$ cat config.mk
export PLATFORM = sky130hd
export DESIGN_NAME = tmc_resp_sender
export DESIGN_NICKNAME = d
export VERILOG_FILES = /design/src/rtl/tmc_tx_pkg.sv /design/src/rtl/tmc_tx_fifo.sv /design/src/rtl/tmc_tx_hdr.sv /design/src/rtl/tmc_tx_ctrl.sv /design/src/rtl/tmc_resp_sender.sv
export SDC_FILE = /design/constraint.sdc
export NUM_CORES = 1
export LEC_CHECK = 0
export BUFFER_PORTS_ARGS = -buffer_cell sky130_fd_sc_hd__buf_2
export CAP_MARGIN = 10
export CELL_PAD_IN_SITES_DETAIL_PLACEMENT = 1
export CELL_PAD_IN_SITES_GLOBAL_PLACEMENT = 2
export CORE_MARGIN = 8
export CORE_UTILIZATION = 40
export CTS_BUF_LIST = sky130_fd_sc_hd__clkbuf_8
export CTS_CLUSTER_DIAMETER = 50
export DETAILED_ROUTE_END_ITERATION = 7
export PLACE_DENSITY = 0.85
export SLEW_MARGIN = 10
export SYNTH_ARGS = -nofsm -noshare
export SYNTH_HDL_FRONTEND = slang
export SYNTH_HIERARCHICAL = 1
export SYNTH_SLANG_ARGS = --single-unit
$ cat constraint.sdc
create_clock -name clk -period 6.45 [get_ports clk]
set_input_delay 1.935 -clock clk [delete_from_list [all_inputs] [get_ports clk]]
set_output_delay 1.935 -clock clk [all_outputs]
set_load 0.02 [all_outputs]
$ cat src/rtl/tmc_tx_pkg.sv
package tmc_tx_pkg;

  localparam int WORD_W    = 32;
  localparam int HDR_WORDS = 3;

  // message id used both to recognise a request and to mark the response
  localparam logic [7:0] MSG_ID_IN = 8'd2;

  typedef enum logic [2:0] {
    ST_IDLE,
    ST_WAIT,
    ST_HDR,
    ST_BODY,
    ST_DONE
  } tx_state_e;

endpackage

$ cat src/rtl/tmc_tx_fifo.sv
module tmc_tx_fifo #(
  parameter int DEPTH = 8,
  parameter int W     = 32
) (
  input  logic         clk,
  input  logic         rst_n,
  input  logic         flush,
  input  logic         wr_en,
  input  logic [W-1:0] wdata,
  input  logic         rd_en,
  output logic [W-1:0] rdata,
  output logic         empty,
  output logic         full
);

  localparam int AW = (DEPTH > 1) ? $clog2(DEPTH) : 1;
  localparam int CW = $clog2(DEPTH + 1);
  localparam logic [AW-1:0] LAST = AW'(DEPTH - 1);

  logic [W-1:0]  mem [DEPTH];
  logic [AW-1:0] wr_ptr_q, wr_ptr_d;
  logic [AW-1:0] rd_ptr_q, rd_ptr_d;
  logic [CW-1:0] cnt_q, cnt_d;
  logic          wr_do, rd_do;

  assign full  = (cnt_q == CW'(DEPTH));
  assign empty = (cnt_q == '0);
  assign wr_do = wr_en && !full && !flush;
  assign rd_do = rd_en && !empty && !flush;
  assign rdata = mem[rd_ptr_q];

  always_comb begin
    wr_ptr_d = wr_ptr_q;
    rd_ptr_d = rd_ptr_q;
    cnt_d    = cnt_q;
    if (flush) begin
      wr_ptr_d = '0;
      rd_ptr_d = '0;
      cnt_d    = '0;
    end else begin
      if (wr_do) wr_ptr_d = (wr_ptr_q == LAST) ? '0 : wr_ptr_q + 1'b1;
      if (rd_do) rd_ptr_d = (rd_ptr_q == LAST) ? '0 : rd_ptr_q + 1'b1;
      case ({wr_do, rd_do})
        2'b10:   cnt_d = cnt_q + 1'b1;
        2'b01:   cnt_d = cnt_q - 1'b1;
        default: cnt_d = cnt_q;
      endcase
    end
  end

  always_ff @(posedge clk or negedge rst_n) begin
    if (!rst_n) begin
      wr_ptr_q <= '0;
      rd_ptr_q <= '0;
      cnt_q    <= '0;
    end else begin
      wr_ptr_q <= wr_ptr_d;
      rd_ptr_q <= rd_ptr_d;
      cnt_q    <= cnt_d;
    end
  end

  always_ff @(posedge clk) begin
    if (wr_do) mem[wr_ptr_q] <= wdata;
  end

endmodule

$ cat src/rtl/tmc_tx_hdr.sv
module tmc_tx_hdr #(
  parameter int SIZE_W = 32
) (
  input  logic [1:0]        idx,
  input  logic [7:0]        tag,
  input  logic [SIZE_W-1:0] size,
  input  logic              eom,
  output logic [31:0]       word
);
  import tmc_tx_pkg::*;

  logic [31:0] w0, w1, w2;

  assign w0 = {8'h00, ~tag, tag, MSG_ID_IN};
  assign w1 = 32'(size);
  assign w2 = {31'b0, eom};

  always_comb begin
    case (idx)
      2'd0:    word = w0;
      2'd1:    word = w1;
      default: word = w2;
    endcase
  end

endmodule

$ cat src/rtl/tmc_tx_ctrl.sv
module tmc_tx_ctrl #(
  parameter int SIZE_W = 32
) (
  input  logic              clk,
  input  logic              rst_n,
  input  logic              req_valid,
  input  logic [7:0]        req_msg_id,
  input  logic [7:0]        req_tag,
  input  logic [7:0]        req_tag_inv,
  input  logic [SIZE_W-1:0] req_max,
  input  logic              size_en,
  input  logic [SIZE_W-1:0] size_in,
  input  logic              more_data,
  input  logic              abort,
  input  logic              tx_ready,
  input  logic              fifo_empty,
  output logic              data_req,
  output logic [SIZE_W-1:0] max_bytes,
  output logic [7:0]        tag,
  output logic [SIZE_W-1:0] size,
  output logic              eom,
  output logic [1:0]        hdr_idx,
  output logic              hdr_phase,
  output logic              body_phase,
  output logic              pop,
  output logic              wr_allow,
  output logic              finished
);
  import tmc_tx_pkg::*;

  localparam int CNT_W = SIZE_W - 1;
  localparam logic [1:0] HDR_LAST = 2'(HDR_WORDS - 1);

  tx_state_e         state_q, state_d;
  logic [SIZE_W-1:0] max_q, size_q;
  logic [7:0]        tag_q;
  logic              eom_q;
  logic [CNT_W-1:0]  words_q, words_d;
  logic [1:0]        idx_q, idx_d;
  logic              req_ok, ld_req, ld_size, words_en, idx_en;
  logic [SIZE_W-1:0] clamped;
  logic [SIZE_W:0]   padded;

  assign req_ok  = req_valid && (req_msg_id == MSG_ID_IN) &&
                   (req_tag != 8'h00) && (req_tag_inv == ~req_tag);
  assign clamped = (size_in > max_q) ? max_q : size_in;
  assign padded  = {1'b0, clamped} + (SIZE_W+1)'(3);

  assign ld_req  = (state_q == ST_IDLE) && req_ok && !abort;
  assign ld_size = (state_q == ST_WAIT) && size_en && !abort;
  assign pop     = (state_q == ST_BODY) && tx_ready && !fifo_empty && !abort;

  always_comb begin
    state_d  = state_q;
    words_d  = words_q;
    idx_d    = idx_q;
    words_en = 1'b0;
    idx_en   = 1'b0;
    case (state_q)
      ST_IDLE: if (req_ok) state_d = ST_WAIT;
      ST_WAIT: begin
        if (size_en) begin
          state_d  = ST_HDR;
          words_d  = padded[SIZE_W:2];
          words_en = 1'b1;
          idx_d    = '0;
          idx_en   = 1'b1;
        end
      end
      ST_HDR: begin
        if (tx_ready) begin
          if (idx_q == HDR_LAST) begin
            state_d = (words_q == '0) ? ST_DONE : ST_BODY;
          end else begin
            idx_d  = idx_q + 1'b1;
            idx_en = 1'b1;
          end
        end
      end
      ST_BODY: begin
        if (pop) begin
          words_d  = words_q - 1'b1;
          words_en = 1'b1;
          if (words_q == CNT_W'(1)) state_d = ST_DONE;
        end
      end
      ST_DONE: state_d = ST_IDLE;
      default: state_d = ST_IDLE;
    endcase
    if (abort) state_d = ST_IDLE;
  end

  always_ff @(posedge clk or negedge rst_n) begin
    if (!rst_n) state_q <= ST_IDLE;
    else        state_q <= state_d;
  end

  always_ff @(posedge clk or negedge rst_n) begin
    if (!rst_n) begin
      max_q <= '0;
      tag_q <= '0;
    end else if (ld_req) begin
      max_q <= req_max;
      tag_q <= req_tag;
    end
  end

  always_ff @(posedge clk or negedge rst_n) begin
    if (!rst_n) begin
      size_q <= '0;
      eom_q  <= 1'b0;
    end else if (ld_size) begin
      size_q <= clamped;
      eom_q  <= !more_data;
    end
  end

  always_ff @(posedge clk or negedge rst_n) begin
    if (!rst_n)        words_q <= '0;
    else if (words_en) words_q <= words_d;
  end

  always_ff @(posedge clk or negedge rst_n) begin
    if (!rst_n)      idx_q <= '0;
    else if (idx_en) idx_q <= idx_d;
  end

  assign data_req   = (state_q == ST_WAIT);
  assign max_bytes  = max_q;
  assign tag        = tag_q;
  assign size       = size_q;
  assign eom        = eom_q;
  assign hdr_idx    = idx_q;
  assign hdr_phase  = (state_q == ST_HDR);
  assign body_phase = (state_q == ST_BODY);
  assign wr_allow   = (state_q == ST_WAIT) || (state_q == ST_HDR) ||
                      (state_q == ST_BODY);
  assign finished   = (state_q == ST_DONE);

endmodule

$ cat src/rtl/tmc_resp_sender.sv
module tmc_resp_sender #(
  parameter int FIFO_DEPTH = 8,
  parameter int SIZE_W     = 32
) (
  input  logic              clk,
  input  logic              rst_n,
  input  logic              req_valid,
  input  logic [7:0]        req_msg_id,
  input  logic [7:0]        req_tag,
  input  logic [7:0]        req_tag_inv,
  input  logic [SIZE_W-1:0] req_max,
  output logic              data_req,
  output logic [SIZE_W-1:0] max_bytes,
  input  logic              size_en,
  input  logic [SIZE_W-1:0] size_in,
  input  logic              more_data,
  input  logic              fifo_wr_en,
  input  logic [31:0]       fifo_wdata,
  output logic              fifo_full,
  output logic              tx_valid,
  input  logic              tx_ready,
  output logic [31:0]       tx_data,
  input  logic              abort,
  output logic              finished
);
  import tmc_tx_pkg::*;

  logic [1:0]        rst_sync_q;
  logic              rst_n_i;
  logic [7:0]        tag;
  logic [SIZE_W-1:0] size;
  logic              eom;
  logic [1:0]        hdr_idx;
  logic              hdr_phase, body_phase, pop, wr_allow;
  logic              fifo_empty;
  logic [WORD_W-1:0] fifo_rdata, hdr_word;

  // asynchronous assertion, synchronous release
  always_ff @(posedge clk or negedge rst_n) begin
    if (!rst_n) rst_sync_q <= 2'b00;
    else        rst_sync_q <= {rst_sync_q[0], 1'b1};
  end
  assign rst_n_i = rst_sync_q[1];

  tmc_tx_ctrl #(.SIZE_W(SIZE_W)) u_ctrl (
    .clk        (clk),
    .rst_n      (rst_n_i),
    .req_valid  (req_valid),
    .req_msg_id (req_msg_id),
    .req_tag    (req_tag),
    .req_tag_inv(req_tag_inv),
    .req_max    (req_max),
    .size_en    (size_en),
    .size_in    (size_in),
    .more_data  (more_data),
    .abort      (abort),
    .tx_ready   (tx_ready),
    .fifo_empty (fifo_empty),
    .data_req   (data_req),
    .max_bytes  (max_bytes),
    .tag        (tag),
    .size       (size),
    .eom        (eom),
    .hdr_idx    (hdr_idx),
    .hdr_phase  (hdr_phase),
    .body_phase (body_phase),
    .pop        (pop),
    .wr_allow   (wr_allow),
    .finished   (finished)
  );

  tmc_tx_fifo #(.DEPTH(FIFO_DEPTH), .W(WORD_W)) u_fifo (
    .clk   (clk),
    .rst_n (rst_n_i),
    .flush (abort),
    .wr_en (fifo_wr_en && wr_allow),
    .wdata (fifo_wdata),
    .rd_en (pop),
    .rdata (fifo_rdata),
    .empty (fifo_empty),
    .full  (fifo_full)
  );

  tmc_tx_hdr #(.SIZE_W(SIZE_W)) u_hdr (
    .idx (hdr_idx),
    .tag (tag),
    .size(size),
    .eom (eom),
    .word(hdr_word)
  );

  assign tx_valid = hdr_phase || (body_phase && !fifo_empty);
  assign tx_data  = hdr_phase ? hdr_word : fifo_rdata;

endmodule

# After elaboration in Yosys (flattened, before gate mapping)
# Memory sizes are Yosys's and may differ from the RTL's.
# Cells that the tools add are included.
# Widths: inputs -> output; s select.
# word_totals
latchBits,0
in_bits,128
mem_count,1
wordCells,117
register_bits,121
rom_bits,0
ramBits,256
out_inout_bits,68
# op_classes
n_shift,0
n_reduce_logical,36
n_mul,0
n_eq_ne,24
n_bitwise,2
n_addsub,7
order_cmp,1
n_div,0
muxes,35
# mem_list
name,depth,width,read_ports,rd_ports_with_merged_regs,write_ports,line_no,rtl
u_fifo.mem,8,32,1,0,1,tmc_tx_fifo.sv:20,logic [W-1:0] mem [DEPTH];
# op_table
cell,n
$mux 32,2
$pmux 32 s2,1
$mux 31,2
$pmux 31 s2,1
$mux 3,14
$add 32x2->33 const B,1
$gt 32x32->1,1
$eq 31x1->1 const B,1
$logic_not 31->1,1
$sub 31x1->31 const B,1
$logic_and 1x1->1,16
$not 8->8,2
$ne 3x2->1 const B,4
$pmux 3 s4,1
$eq 3x3->1 const B,3
$eq 8x2->1 const B,1
$eq 8x8->1,1
$pmux 4 s2,1
$reduce_bool 2->1,4
$reduce_bool 8->1,1
$add 3x1->3 const B,2
$eq 3x2->1 const B,2
$mux 1,6
$mux 2,3
other kinds (23),33

# Depth between registers and ports, before layout
# depth
word_depth,9
mapped_depth,16
ltp_nobuf,13

# Modules after synthesis
# Netlist, hierarchy kept.
# modules_own_cells
module,cells_each,area_each_um2,seq_area_each_um2,instances
tmc_tx_fifo,452,10348.7,7937.6,1
tmc_tx_ctrl,816,7460.9,2727.6,1
tmc_resp_sender,42,611.8,50.0,1
tmc_tx_hdr,64,441.7,0.0,1

# Worst setup path before layout
# No wires, ideal clock.
# synth_path
path_kind,input -> register
start,in fifo_wr_en
end,mem u_fifo.mem[0][0] (enable)
arrival_time_ns,4.829
setup_ns,0.461
t_required_ns,5.989
path_stages,5
slack_ns,1.160
n_path_buf,1
cell_sequence,and2_1 > clkbuf_1 > and3_1 > nand2b_1 > nor3_1
# synth_via
elab_chain_len,5
# synth_lines
element,line_no,rtl
start: declaration,tmc_resp_sender.sv:17,"input logic fifo_wr_en,"
$logic_and 1x1->1,tmc_resp_sender.sv:76,".wr_en (fifo_wr_en && wr_allow),"
$logic_and 1x1->1 (2 in series),tmc_tx_fifo.sv:28,assign wr_do = wr_en && !full && !flush;
$mux 1,tmc_tx_fifo.sv:64,if (wr_do) mem[wr_ptr_q] <= wdata;
$mux 1 (not written as such),tmc_tx_fifo.sv:64,
end: declaration,tmc_tx_fifo.sv:20,
# Every way passes these cells.

# Worst setup path in the final report
# layout_path
start,reg u_fifo.rd_ptr_q[0]
end,out tx_data[26]
# layout_via
elab_chain_len,2
# layout_lines
element,line_no,rtl
start: declaration,tmc_tx_fifo.sv:22,"logic [AW-1:0] rd_ptr_q, rd_ptr_d;"
start signal: assignment,tmc_tx_fifo.sv:58,rd_ptr_q <= rd_ptr_d;
$mem_v2 8x32,--,
net fifo_rdata[26],tmc_resp_sender.sv:36,"logic [WORD_W-1:0] fifo_rdata, hdr_word;"
$mux 32,tmc_resp_sender.sv:93,assign tx_data = hdr_phase ? hdr_word : fifo_rdata;
end: declaration,tmc_resp_sender.sv:22,"output logic [31:0] tx_data,"
# The timed path passes the listed nets, and every way through them passes these cells.

==> metrics <==
result of the run completed; cell row count 79; max_cap viols 0; largest net degree at the start of global routing 70; global routing usage summed across all routing layers 0.206; routed length per placed instance 25.0 um; PwrDens 302 nW/um^2; worst hold path class flop to flop; area of the mapped netlist 18900 um^2; die height 233 um; Fin Hold WS 0.347 ns; endpoint type of the worst setup path output pin; CTS HTree Levels 3; number of failing hold endpoints at the final stage 0; Met3 Routed Length 3070 um; timing-limited maximum frequency 191 MHz; share of post-route cells with drive strength above 1 0.318; largest clock skew in the final design 0.0369 ns; count of final max-slew check failures 0; count of cells resized by post-cts repair 0; effective utilization at floorplan 0.405; post-route minimum period 5.24 ns; first-pass GRT wire length 85000 um; filler cell count in the final layout 4769; number of buffers inserted by post-CTS setup repair 0; required time of the critical path 4.51 ns; Synth cell types 80; Synth Register Bits 377; CTS clk-pin slew, worst paths 0.06 ns; Final period util 0.813; via density per instance 5.65; slew at the pin closest to its max-slew limit 1.04 ns; number of DRC violations after detailed routing 0; worst-case clock buffer depth 3; worst skew pair latency 0.64 ns; placeable core region 46600 um^2; top fanout value on the critical path 43; Post-CTS Hold Fix Bufs 0; top library cells by usage in the layout, fill and taps aside 256 x edfxtp_1, 195 x buf_2, 118 x dfrtp_1; synth-to-layout area growth 16.5%; initial drt markers 902; final sum of negative setup slack 0 ns; Placed Instances 2134; number of antenna violations at the first check in global routing 10; detailed-router iteration count before antenna repair 5; critical setup path kind flop to output pin; final weighted congestion in routability-driven placement 0.861; data arrival time at the worst-slack endpoint 3.31 ns; number of clock buffers inserted by TritonCTS 70; final standard cell count with taps included and fillers excluded 2263; crit path launch type flop; post-layout net count 1770; total length of routed met2 wires 27000 um; Mean Syn Cell Area 13.7 um^2; WL met1 24900 um; Detail Route Antenna Nets 0; CTS root buffer clkbuf_8; I/O Buffers 195; count of mapped cells out of synthesis 1374; sequential-to-total area share from yosys stat 0.568; TritonCTS clock tree done; Final HPWL DP 39000 um; Die Wd 233 um; EDFF count, synth 256; # IOs 196; Clock Sinks 377; largest vdd supply drop 0.255 mV; most common cell after layout, fill and taps aside edfxtp_1; final-report setup violation count 0; leak pwr 0.00833 uW; syn_nets 1545; Post-synth ARST share 0.321; Routed Wire Length 56500 um; number of global-route vias before repair 13500; total via count in the routed design 12800; Overflow after GRT 0; warnings from Yosys 6; top layer in use met5; unrepaired setup endpoints after global routing no; DIE AREA 54400 um^2; Max transition margin 0.305; top_reg_cell synth edfxtp_1
logic make-up after synthesis:
group,count (synthesis),synth area share
xor gates and xnor gates,65,0.0302
AOI/OAI and AO/OA,182,0.0602
adders and majority gates,43,0.0289
other,1,0.000199
DFF,377,0.568
and+or+nand+nor,353,0.100
buffers and inverters,114,0.0302
muxes,239,0.182
path summary, 6_finish.rpt:
path | slack [ns] | to | startpoint | depth (start not counted)
hold reg to reg | 0.35 | rst_sync_q[1] | rst_sync_q[0] | 0
hold / removal | 0.35 | rst_sync_q[1] | rst_sync_q[0] | 0
setup reg to reg | 2.44 | u_ctrl/size[27] | u_ctrl/max_bytes[10] | 10
max in group asynchronous | 4.62 | u_ctrl/words_q[16] | rst_sync_q[1] | 1
setup / recovery | 1.21 | tx_data[26] | u_fifo/rd_ptr_q[0] | 5
min in group asynchronous | 0.49 | u_ctrl/size[26] | rst_sync_q[1] | 0
through the flow:
stage / instance area, um^2 / util / total power (uW) / worst slack, ns
5_1_grt: 22000 / 0.472 / 6920 / 0.979
6_report: 22000 / 0.472 / 6630 / 1.21
3_5_place_dp: 20500 / 0.440 / 4260 / 1.11
4_1_cts: 22000 / 0.472 / 6700 / 1.08
2_1_floorplan: 18900 / - / 3810 / 1.16
3_3_place_gp: 20500 / 0.440 / 4210 / 1.15
cell usage after synthesis, types with 9 or more instances:
library cell  number  share of area
nand2_1           91          0.018
mux4_2            64          0.076
mux2_4            29          0.023
o21ai_0           73          0.019
and4_1             9         0.0042
and2_1            20         0.0066
nand4_1           25         0.0083
edfxtp_1         256           0.41
inv_1             44         0.0088
xnor2_1           49          0.023
nor4_1            16         0.0053
a21oi_1           45          0.012
nand3_1           30         0.0080
mux2_2            68          0.041
nor2_1            63          0.013
clkbuf_1          32         0.0064
buf_2             14         0.0037
xor2_1            16         0.0074
ha_1              42          0.028
dfrtp_1          121           0.16
mux2i_1           70          0.037
nor3_1            34         0.0090
critical path: stages, from the launching register on:
cell,delay (ns)
dfrtp_4,1.01
buf_12,0.32
mux4_2,0.54
mux2_2,0.32
mux2_4,0.27
buf_2,0.16
metal layers:
metal	global-route usage	vias to the layer above
li1	-	5697
met1	0.274	6609
met2	0.333	389
met3	0.0415	90
met4	0.0694	6
met5	0	-
power by group:
| part | internal [uW] | switching, uW | total (uW) |
|---|---|---|---|
| Combinational | 476 | 696 | 1170 |
| Clock | 1350 | 1060 | 2410 |
| Sequential | 2800 | 248 | 3050 |
state kept, by name, indices dropped and copies added, names as in the netlist, 4 cells and up:
signal,flops
u_ctrl/max_bytes,32
u_ctrl/words_q,31
u_ctrl/size,32
u_fifo/mem,256
u_fifo/cnt_q,4
u_ctrl/tag,8
cell type report:
type,count,area (um^2),area share
Clock buffer,80,1100,0.0501
Tap cell,607,759,0.0346
Multi-Input combinational cell,883,7630,0.347
Clock inverter,45,374,0.0170
Sequential cell,377,10700,0.488
Inverter,46,173,0.00786
Antenna cell,4,10.0,0.000456
Timing Repair Buffer,221,1200,0.0544
(Power assumes the default switching activity.)
